## config.mk

```make
export PLATFORM = sky130hd
export DESIGN_NAME = lane_packer
export DESIGN_NICKNAME = d
export VERILOG_FILES = /design/src/rtl/lane_packer.sv
export SDC_FILE = /design/constraint.sdc
export NUM_CORES = 1
export LEC_CHECK = 0
export BUFFER_PORTS_ARGS = -buffer_cell sky130_fd_sc_hd__buf_2
export CORE_UTILIZATION = 60
export DETAILED_ROUTE_END_ITERATION = 6
export GPL_ROUTABILITY_DRIVEN = 0
export HOLD_SLACK_MARGIN = 0.12
export PLACE_DENSITY = 0.79
export SLEW_MARGIN = 20
export SYNTH_ARGS = -nofsm -noshare
export SYNTH_HDL_FRONTEND = slang
export SYNTH_SLANG_ARGS = --single-unit
```

## constraint.sdc

```tcl
create_clock -name clk -period 6.2 [get_ports clk]
set_input_delay 1.24 -clock clk [delete_from_list [all_inputs] [get_ports clk]]
set_output_delay 1.24 -clock clk [all_outputs]
set_load 0.01 [all_outputs]
```

## src/rtl/lane_packer.sv

```systemverilog
module lane_packer #(
  parameter int SYM_W  = 8,
  parameter int NLANE  = 4,
  parameter int DEPTH  = 4,
  parameter int TU_MIN = 32,
  parameter int TU_MAX = 64,
  parameter logic [SYM_W-1:0] K_BS = SYM_W'('hBC),
  parameter logic [SYM_W-1:0] K_FS = SYM_W'('hFE),
  parameter logic [SYM_W-1:0] K_FE = SYM_W'('hF7),
  localparam int TW = $clog2(TU_MAX + 1)
) (
  input  logic                   clk,
  input  logic                   rst_n,
  input  logic [1:0]             cfg_lanes,
  input  logic [TW-1:0]          cfg_tu_len,
  input  logic [TW-1:0]          cfg_fill,
  input  logic                   in_active,
  input  logic                   in_valid,
  input  logic [SYM_W-1:0]       in_pix,
  output logic                   in_ready,
  output logic [NLANE*SYM_W-1:0] out_sym,
  output logic [NLANE-1:0]       out_k
);
  localparam int GW = NLANE * SYM_W;
  localparam int AW = (DEPTH > 1) ? $clog2(DEPTH) : 1;
  localparam int CW = $clog2(DEPTH + 1);
  localparam int LW = (NLANE > 1) ? $clog2(NLANE) : 1;

  logic          line_open, draining, running, stuffing;
  logic [1:0]    mode_q;
  logic [TW-1:0] len_q, fill_q, pos;
  logic [LW-1:0] gcnt, last_slot;
  logic [GW-1:0] gbuf, gnext, wdata, rdata;
  logic [GW-1:0] mem [DEPTH];
  logic [AW-1:0] wp, rp;
  logic [CW-1:0] cnt;

  logic [TW-1:0] len_c, fill_c;
  assign len_c  = (cfg_tu_len < TW'(TU_MIN)) ? TW'(TU_MIN) :
                  (cfg_tu_len > TW'(TU_MAX)) ? TW'(TU_MAX) : cfg_tu_len;
  assign fill_c = (cfg_fill == '0) ? TW'(1) :
                  (cfg_fill > len_c - TW'(2)) ? len_c - TW'(2) : cfg_fill;

  always_comb begin
    case (mode_q)
      2'd0:    last_slot = '0;
      2'd1:    last_slot = LW'(1);
      default: last_slot = LW'(NLANE - 1);
    endcase
  end

  logic start, full, acc, push_full, push_flush, push, pop, bs, go, at_end;
  assign start      = in_active && !line_open && !draining;
  assign full       = (cnt == CW'(DEPTH));
  assign in_ready   = in_active && line_open && ((gcnt != last_slot) || !full);
  assign acc        = in_valid && in_ready;
  assign push_full  = acc && (gcnt == last_slot);
  assign push_flush = draining && (gcnt != '0) && !full;
  assign push       = push_full || push_flush;
  assign wdata      = push_full ? gnext : gbuf;
  assign bs         = draining && (gcnt == '0) && (cnt == '0);
  assign go         = running || (cnt != '0);
  assign at_end     = (pos == len_q - TW'(1));
  assign pop        = go && !bs && !at_end && !stuffing && (pos < fill_q) && (cnt != '0);
  assign rdata      = mem[rp];

  always_comb begin
    gnext = gbuf;
    gnext[gcnt*SYM_W +: SYM_W] = in_pix;
  end

  always_ff @(posedge clk) begin
    if (push) mem[wp] <= wdata;
  end

  logic [GW-1:0]    nsym;
  logic [NLANE-1:0] nk;
  always_comb begin
    nsym = '0;
    nk   = '0;
    for (int i = 0; i < NLANE; i++) begin
      if (LW'(i) <= last_slot) begin
        if (bs) begin
          nsym[i*SYM_W +: SYM_W] = K_BS;
          nk[i] = 1'b1;
        end else if (go) begin
          if (at_end) begin
            nsym[i*SYM_W +: SYM_W] = K_FE;
            nk[i] = 1'b1;
          end else if (pop) begin
            nsym[i*SYM_W +: SYM_W] = rdata[i*SYM_W +: SYM_W];
          end else if (!stuffing) begin
            nsym[i*SYM_W +: SYM_W] = K_FS;
            nk[i] = 1'b1;
          end
        end
      end
    end
  end

  always_ff @(posedge clk) begin
    if (!rst_n) begin
      line_open <= 1'b0;
      draining  <= 1'b0;
      running   <= 1'b0;
      stuffing  <= 1'b0;
      mode_q    <= 2'd0;
      len_q     <= TW'(TU_MIN);
      fill_q    <= TW'(1);
      pos       <= '0;
      gcnt      <= '0;
      gbuf      <= '0;
      wp        <= '0;
      rp        <= '0;
      cnt       <= '0;
      out_sym   <= '0;
      out_k     <= '0;
    end else begin
      out_sym <= nsym;
      out_k   <= nk;

      if (start) begin
        line_open <= 1'b1;
        mode_q    <= cfg_lanes;
        len_q     <= len_c;
        fill_q    <= fill_c;
      end else if (line_open && !in_active) begin
        line_open <= 1'b0;
        draining  <= 1'b1;
      end

      if (push) begin
        gbuf <= '0;
        gcnt <= '0;
        wp   <= (wp == AW'(DEPTH - 1)) ? '0 : wp + AW'(1);
      end else if (acc) begin
        gbuf <= gnext;
        gcnt <= gcnt + LW'(1);
      end

      if (pop) rp <= (rp == AW'(DEPTH - 1)) ? '0 : rp + AW'(1);
      cnt <= cnt + CW'(push) - CW'(pop);

      if (bs) begin
        draining <= 1'b0;
        running  <= 1'b0;
        stuffing <= 1'b0;
        pos      <= '0;
      end else if (go) begin
        running <= 1'b1;
        if (at_end) begin
          pos      <= '0;
          stuffing <= 1'b0;
        end else begin
          pos <= pos + TW'(1);
          if (!pop && !stuffing) stuffing <= 1'b1;
        end
      end
    end
  end
endmodule

```

==> results.json, run 1 <==
{
  "outcome": "completed",
  "postSynthCellCount": 755,
  "clock_tree.buffer_depth": 3,
  "netlist_area_mm2": 0.00972,
  "grt-ovfl-total": 0,
  "post_synth_fa_ha_maj_area_fraction_pct": 3.81,
  "max_stage_delay_ns": 0.36,
  "beginning_of_the_worst_hold_path": "fill_q[1]",
  "num_antenna_cells": 0,
  "rrSetupSlack_ns": 2.64,
  "p_leak_nw": 4.05,
  "ff2ff_path_depth": 13,
  "vias": 6534,
  "switching_share_pct": 28.1,
  "power.clock.fraction_pct": 33.9,
  "timing.final.setup_violations": 0,
  "fin_crit_sh_pct": 57.5,
  "placed_cell_area_mm2": 0.0102,
  "floorplan.rows": 46,
  "timing.critical_path.mode_cell": "sky130_fd_sc_hd__a21o_1",
  "post_synth_num_cell_types": 57,
  "synth_top_family_by_area": "compound AO/OA/AOI/OAI gates",
  "cellInternalPower_mw": 2.84,
  "synth-seq-area-share_pct": 61.2,
  "combPwrFrac_pct": 20.7,
  "number_of_global_route_vias_before_repair": 6221,
  "route.detailed.wl_per_inst_um": 20.2,
  "period_needed_ns": 3.57,
  "finalWirelength_mm": 21.1,
  "num-fill-cells": 1091,
  "hold_viol_final": 0,
  "setup_repair_after_global_routing_missed_its_margin": "no",
  "grt_pass1_wl_mm": 33.1,
  "clock_skew_ns": 0.0145,
  "clockRootBuffer": "sky130_fd_sc_hd__clkbuf_16",
  "crit_required_ns": 6.59,
  "share_of_power_burned_in_registers_pct": 45.4,
  "cts_buffers": 23,
  "critPathLaunch": "cfg_tu_len[6]",
  "drt_first_iter_violations": 711,
  "synthesis.area_per_instance_um2": 12.9,
  "core_region_area_mm2": 0.0158,
  "synth_simple_gate_area_share_pct": 10.0,
  "p_sw_mw": 1.11,
  "critical_path_peak_fanout": 8,
  "ys_async_sr_fraction_pct": 0,
  "worst_skew_pair.late_latency_ns": 0.51,
  "hold-path-endpoint": "fill_q[1]",
  "ys_seq_elements": 233,
  "design.die.area_mm2": 0.0167,
  "first_pass_iters": 5,
  "netlist.top_cell.by_area": "sky130_fd_sc_hd__edfxtp_1",
  "synth-edff-count": 128,
  "antenna_violations_before_repair": 0,
  "cts_repair_resized_insts": 0,
  "synth.net_count": 812,
  "drt.antenna.violating_nets": 0,
  "clock_sink_count": 233,
  "fp.dieH_um": 129,
  "place_hpwl_mm": 13.9,
  "post-synth-top-count-cell": "sky130_fd_sc_hd__edfxtp_1",
  "yosys_warnings": 0,
  "h_tree_lvls": 1,
  "critPathSlowestCell": "sky130_fd_sc_hd__nor2b_1",
  "critical_path_arrival_ns": 3.96,
  "peakVddDrop_v": 0.000253,
  "slew_headroom_pct": 37.7,
  "final_nets": 869,
  "grt_start_max_net_pins": 40,
  "cp-end-kind": "register",
  "cp_cell_sequence": "buf_2 -> nor2b_1 -> nand2_1 -> ha_1 -> ha_1 -> a21o_1 -> a21o_1 -> a211oi_1 -> o21ai_1 -> a21o_1 -> a32o_1",
  "drv.max_cap_violation_count": 0,
  "max_freq_ghz": 0.280,
  "start_util_pct": 61.4,
  "cellPowerDensity_mw_per_mm2": 362,
  "design.portCount": 65,
  "fin_tns_setup_ns": 0,
  "reg2reg_from": "len_q[0]",
  "report.final.slew_viol_count": 0,
  "drive_gt1_share_pct": 19.4,
  "post-route-drc-count": 0,
  "synth-compound-area-share_pct": 12.9,
  "count_of_hold_fix_buffers_inserted_at_cts": 0,
  "tightestPinTransition_ns": 0.926,
  "portBuffers": 64,
  "synth-xor-area-share_pct": 1.62,
  "synthDominantCellAreaShare_pct": 39.6,
  "path_clk_slew_ns": 0.06,
  "die-width_um": 129,
  "r2r-end": "cnt[2]",
  "area_growth_synth_to_finish_pct": 12.3,
  "ys_top_cells_by_area": "sky130_fd_sc_hd__edfxtp_1 (40%), sky130_fd_sc_hd__dfxtp_1 (22%), sky130_fd_sc_hd__mux4_2 (7.4%)",
  "clock_tree_from_tritoncts": "done",
  "post-cts-setup-buffers": 0,
  "synth_common_cells": "sky130_fd_sc_hd__edfxtp_1 (128), sky130_fd_sc_hd__dfxtp_1 (105), sky130_fd_sc_hd__nor2_1 (60)",
  "hold_path_class": "reg -> reg",
  "setup.worst_path.class": "in -> reg",
  "hold_path_depth": 2,
  "critical_path.startpoint_type": "input port",
  "global_route.usage.total_pct": 26.1,
  "main_flop_type_after_synthesis": "sky130_fd_sc_hd__edfxtp_1",
  "final_cell_area_mm2": 0.0109,
  "synth.mux.area_fraction_pct": 7.52,
  "via_per_inst": 6.25
}
cell usage in the layout, fill, tap and decap left out, types with 5 or more instances in the layout:
master / Yosys / routed
sky130_fd_sc_hd__edfxtp_1: 128 / 128
sky130_fd_sc_hd__dfxtp_1: 105 / 103
sky130_fd_sc_hd__buf_2: 4 / 64
sky130_fd_sc_hd__nor2_1: 60 / 60
sky130_fd_sc_hd__nand2_1: 54 / 53
sky130_fd_sc_hd__nand3_1: 37 / 37
sky130_fd_sc_hd__a21oi_1: 36 / 36
sky130_fd_sc_hd__a22o_1: 32 / 32
sky130_fd_sc_hd__mux4_2: 32 / 32
sky130_fd_sc_hd__a22oi_1: 32 / 32
sky130_fd_sc_hd__ha_1: 28 / 28
sky130_fd_sc_hd__inv_1: 25 / 25
sky130_fd_sc_hd__clkbuf_16: 0 / 24
sky130_fd_sc_hd__o21bai_1: 12 / 12
sky130_fd_sc_hd__and2_1: 11 / 11
sky130_fd_sc_hd__a21boi_0: 11 / 11
sky130_fd_sc_hd__xor2_1: 9 / 9
sky130_fd_sc_hd__xnor2_1: 9 / 9
sky130_fd_sc_hd__nor3_1: 10 / 9
sky130_fd_sc_hd__buf_4: 1 / 7
sky130_fd_sc_hd__o21ai_0: 7 / 6
sky130_fd_sc_hd__a21o_1: 6 / 6
sky130_fd_sc_hd__a21oi_2: 6 / 6
sky130_fd_sc_hd__clkbuf_1: 20 / 6
sky130_fd_sc_hd__clkinv_2: 0 / 6
sky130_fd_sc_hd__o211ai_1: 5 / 5
sky130_fd_sc_hd__nand4_1: 5 / 5
sky130_fd_sc_hd__o21ai_1: 4 / 5
layout make-up:
type                       instances  area (um^2)  area share [%]
sequential                       233         5950            54.5
multi-input combinational        458         3500            32.1
clock buffer                      34          661            6.05
timing repair buffer              71          373            3.42
tap                              216          270            2.48
inverter                          25         93.8           0.860
clock inverter                     8         68.8           0.630
through the flow:
step           power [mW]  util [%]  instances  hold WS [ns]  setup WS [ns]
2_1_floorplan        2.42         -        755         0.424           2.58
3_3_place_gp         2.60      64.3       1003         0.456           2.31
4_1_cts              3.97      68.9       1045         0.476           2.63
3_5_place_dp         2.63      64.3       1003         0.465           2.18
6_report             3.95      69.0       1045         0.470           2.63
5_1_grt              4.12      69.0       1045         0.496           2.42
worst max-delay path: cells and delay by family:
kind / cells / cell delay [ns]
buf+inv: 1 / 0.11
simple gates: 2 / 0.53
fa+ha+maj: 2 / 0.66
compound gates: 6 / 1.43
logic make-up after synthesis:
group,Yosys count
mux,33
buf+inv,64
xor+xnor,18
fa+ha+maj,29
other cells,1
simple gates,205
compound gates,172
flops,233
sequential cells by signal, indices dropped and copies added (netlist names), named ones only:
register and count:
out_sym 32, line_open 1, len_q 7, cnt 3, gcnt 2, fill_q 7, pos 7, stuffing 1
out_k 3, running 1, mode_q 2, gbuf 32, wp 2, draining 1, rp 2, mem 128
worst max-delay path by stage:
stage	endpoint	cells after the start
6_report	fill_q[3]	11
5_1_grt	fill_q[3]	11
4_1_cts	cnt[2]	13
3_5_place_dp	fill_q[3]	11
3_3_place_gp	fill_q[2]	11
2_1_floorplan	fill_q[2]	11
power groups by stage:
stage	clock network (mW)	registers, mW	logic, mW
after floorplan	0	1.80	0.617
after global placement	0	1.82	0.779
after detailed placement	0	1.83	0.806
after CTS	1.36	1.79	0.817
after global routing	1.42	1.80	0.900
final	1.34	1.79	0.818
layer usage:
| metal | up-vias | routed length [um] | track usage [%] |
|---|---|---|---|
| met5 | - | 0 | 0 |
| met4 | 0 | 546 | 7.61 |
| met3 | 49 | 1450 | 3.76 |
| met2 | 293 | 10400 | 44.8 |
| met1 | 3237 | 8680 | 34.8 |
| li1 | 2955 | - | - |
No activity file was read; power rests on OpenSTA's default activity.
==> run 2: changes to the inputs <==
--- a/config.mk
+++ b/config.mk
@@ -6,11 +6,11 @@
 export NUM_CORES = 1
 export LEC_CHECK = 0
 export BUFFER_PORTS_ARGS = -buffer_cell sky130_fd_sc_hd__buf_2
-export CORE_UTILIZATION = 60
+export CORE_UTILIZATION = 54
 export DETAILED_ROUTE_END_ITERATION = 6
 export GPL_ROUTABILITY_DRIVEN = 0
 export HOLD_SLACK_MARGIN = 0.12
-export PLACE_DENSITY = 0.79
+export PLACE_DENSITY = 0.75
 export SLEW_MARGIN = 20
 export SYNTH_ARGS = -nofsm -noshare
 export SYNTH_HDL_FRONTEND = slang
==> constraint.sdc (replaced) <==
create_clock -name clk -period 3.2 [get_ports clk]
set_input_delay 0.64 -clock clk [delete_from_list [all_inputs] [get_ports clk]]
set_output_delay 0.64 -clock clk [all_outputs]
set_load 0.01 [all_outputs]
==> run 2 against run 1 <==
Compared with the run above: critical path type is now reg -> reg; die area rose by 11%; global-route usage fell by 2.0 points; highest routed layer unchanged; worst hold slack got worse by 0.083 ns; via count fell by 1.1%.
==> results.json, run 2 (synthesis results as in run 1) <==
{
  "hold_path_class": "in -> reg",
  "worst_skew_pair.late_latency_ns": 0.52,
  "path_clk_slew_ns": 0.07,
  "switching_share_pct": 27.4,
  "fin_tns_setup_ns": 0,
  "setup_repair_after_global_routing_missed_its_margin": "no",
  "max_stage_delay_ns": 0.41,
  "critical_path_peak_fanout": 4,
  "drive_gt1_share_pct": 20.5,
  "place_hpwl_mm": 14.6,
  "finalWirelength_mm": 21.7,
  "num-fill-cells": 1294,
  "largest_register": "mem",
  "combPwrFrac_pct": 21.1,
  "max_freq_ghz": 0.330,
  "p_leak_nw": 4.16,
  "hold_viol_final": 0,
  "clock_skew_ns": 0.0118,
  "grt_pass1_wl_mm": 34.2,
  "clockRootBuffer": "sky130_fd_sc_hd__clkbuf_16",
  "design.portCount": 65,
  "floorplan.rows": 48,
  "layout_setup_ws_ns": 0.169,
  "setup.worst_path.class": "reg -> reg",
  "final_nets": 881,
  "area_growth_synth_to_finish_pct": 14.8,
  "period_needed_ns": 3.03,
  "layout_top_registers": "mem x128, gbuf x32, out_sym x32",
  "rrSetupSlack_ns": 0.17,
  "timing.final.setup_violations": 0,
  "critical_path.startpoint_type": "register",
  "via_per_inst": 6.06,
  "outcome": "completed",
  "clock_tree_from_tritoncts": "done",
  "grt-ovfl-total": 0,
  "route.detailed.wl_per_inst_um": 20.4,
  "reg2reg_from": "len_q[1]",
  "h_tree_lvls": 1,
  "drt_first_iter_violations": 736,
  "cellInternalPower_mw": 5.86,
  "cp_cell_sequence": "inv_1 -> ha_1 -> or3b_4 -> nor4_4 -> o2111ai_2 -> or3_4 -> and2_4 -> ha_1 -> inv_1 -> ha_1 -> fa_2 -> xnor2_1 -> and2_1",
  "wl_met2_mm": 10.7,
  "vias": 6462,
  "antenna_violations_before_repair": 0,
  "portBuffers": 64,
  "power.clock.fraction_pct": 36.6,
  "fp.dieH_um": 136,
  "cp-end-kind": "register",
  "topRoutingLayerUsed": "met4",
  "fin_crit_sh_pct": 94.7,
  "ff2ff_path_depth": 13,
  "design.die.area_mm2": 0.0185,
  "drt.antenna.violating_nets": 0,
  "p_sw_mw": 2.21,
  "beginning_of_the_worst_hold_path": "in_active",
  "number_of_global_route_vias_before_repair": 6447,
  "num_antenna_cells": 0,
  "hold-path-endpoint": "line_open",
  "global_route.usage.total_pct": 24.1,
  "clock_tree.buffer_depth": 3,
  "r2r-end": "cnt[2]",
  "peakVddDrop_v": 0.000535,
  "post-route-drc-count": 0,
  "crit_required_ns": 3.61,
  "cellPowerDensity_mw_per_mm2": 724,
  "tightestPinTransition_ns": 1.08,
  "cts_buffers": 24,
  "critical_path_arrival_ns": 3.44,
  "grt_start_max_net_pins": 39,
  "number_of_flip_flops_under_the_largest_register_name": 128,
  "mostFrequentLayoutCell": "sky130_fd_sc_hd__edfxtp_1",
  "final-seq-area_mm2": 0.00595,
  "dpl_worst_slack_ns": 0.0369,
  "drv.max_cap_violation_count": 0,
  "route.layer.met1.wl_mm": 8.94,
  "clock_sink_count": 233,
  "core_region_area_mm2": 0.0174,
  "timing.critical_path.mode_cell": "sky130_fd_sc_hd__ha_1",
  "start_util_pct": 55.8,
  "hold_path_depth": 3,
  "report.final.slew_viol_count": 0,
  "share_of_power_burned_in_registers_pct": 42.3,
  "post-cts-setup-buffers": 0,
  "critPathSlowestCell": "sky130_fd_sc_hd__or3b_4",
  "die-width_um": 136,
  "layout.cells.most_common_list": "sky130_fd_sc_hd__edfxtp_1 (128), sky130_fd_sc_hd__dfxtp_1 (104), sky130_fd_sc_hd__buf_2 (64)",
  "first_pass_iters": 7,
  "dr_wl_met3_mm": 1.55,
  "multiInputGateArea_mm2": 0.00351,
  "slew_headroom_pct": 27.3
}
==> run 2: worst max-delay path by stage <==
stage / startpoint / end / slack [ns]
2_1_floorplan: len_q[0] / cnt[2] / 0.12
3_3_place_gp: len_q[1] / cnt[2] / 0.13
3_5_place_dp: len_q[1] / cnt[2] / 0.04
4_1_cts: len_q[1] / cnt[2] / 0.02
5_1_grt: len_q[1] / cnt[2] / 0.06
6_report: len_q[1] / cnt[2] / 0.17
==> run 2: timing repair <==
action | CTS | global route
endpoints found under the setup margin | 0 | 2
resized for setup | 0 | 3
hold buffers | 0 | 0
==> run 2: power by group through the flow <==
stage / Sequential [mW] / Combinational [mW] / Clock, mW
finish: 3.42 / 1.70 / 2.95
global route: 3.44 / 1.85 / 3.12
CTS: 3.42 / 1.69 / 2.98
detailed placement: 3.48 / 1.67 / 0
global placement: 3.48 / 1.62 / 0
floorplan: 3.49 / 1.20 / 0
==> run 2: cell type report <==
cell class | count | share of cell area (%)
clock buffers | 33 | 6.15
flip-flops and latches | 233 | 53.3
repair buffers | 82 | 4.20
inverters | 25 | 0.841
well taps | 225 | 2.52
multi-input cells | 458 | 31.5
clock inverters | 11 | 1.49
==> run 2: metrics by stage <==
| stage | cells | power (mW) | cell area [um^2] | utilization, % | hold WS (ns) |
|---|---|---|---|---|---|
| detailed placement | 1023 | 5.16 | 10300 | 59.1 | 0.455 |
| floorplan | 755 | 4.68 | 9720 | - | 0.424 |
| finish | 1067 | 8.07 | 11200 | 64.0 | 0.387 |
| CTS | 1067 | 8.09 | 11100 | 64.0 | 0.376 |
| global placement | 1023 | 5.10 | 10300 | 59.1 | 0.452 |
| global route | 1067 | 8.41 | 11200 | 64.0 | 0.383 |
==> run 2: per-layer routing <==
layer | track usage (%) | vias to the layer above
li1 | - | 2973
met1 | 31.9 | 3187
met5 | 0 | -
met3 | 4.18 | 53
met4 | 7.72 | 0
met2 | 40.3 | 249
==> run 2: worst max-delay path, delay by kind of cell (launching register included) <==
kind / cells / cell delay, ns
AND/OR/NAND/NOR: 5 / 1.23
adder cells (fa/ha/maj): 4 / 0.95
flip-flops: 1 / 0.33
AO/OA/AOI/OAI: 1 / 0.18
XOR/XNOR: 1 / 0.13
buffers and inverters: 2 / 0.10
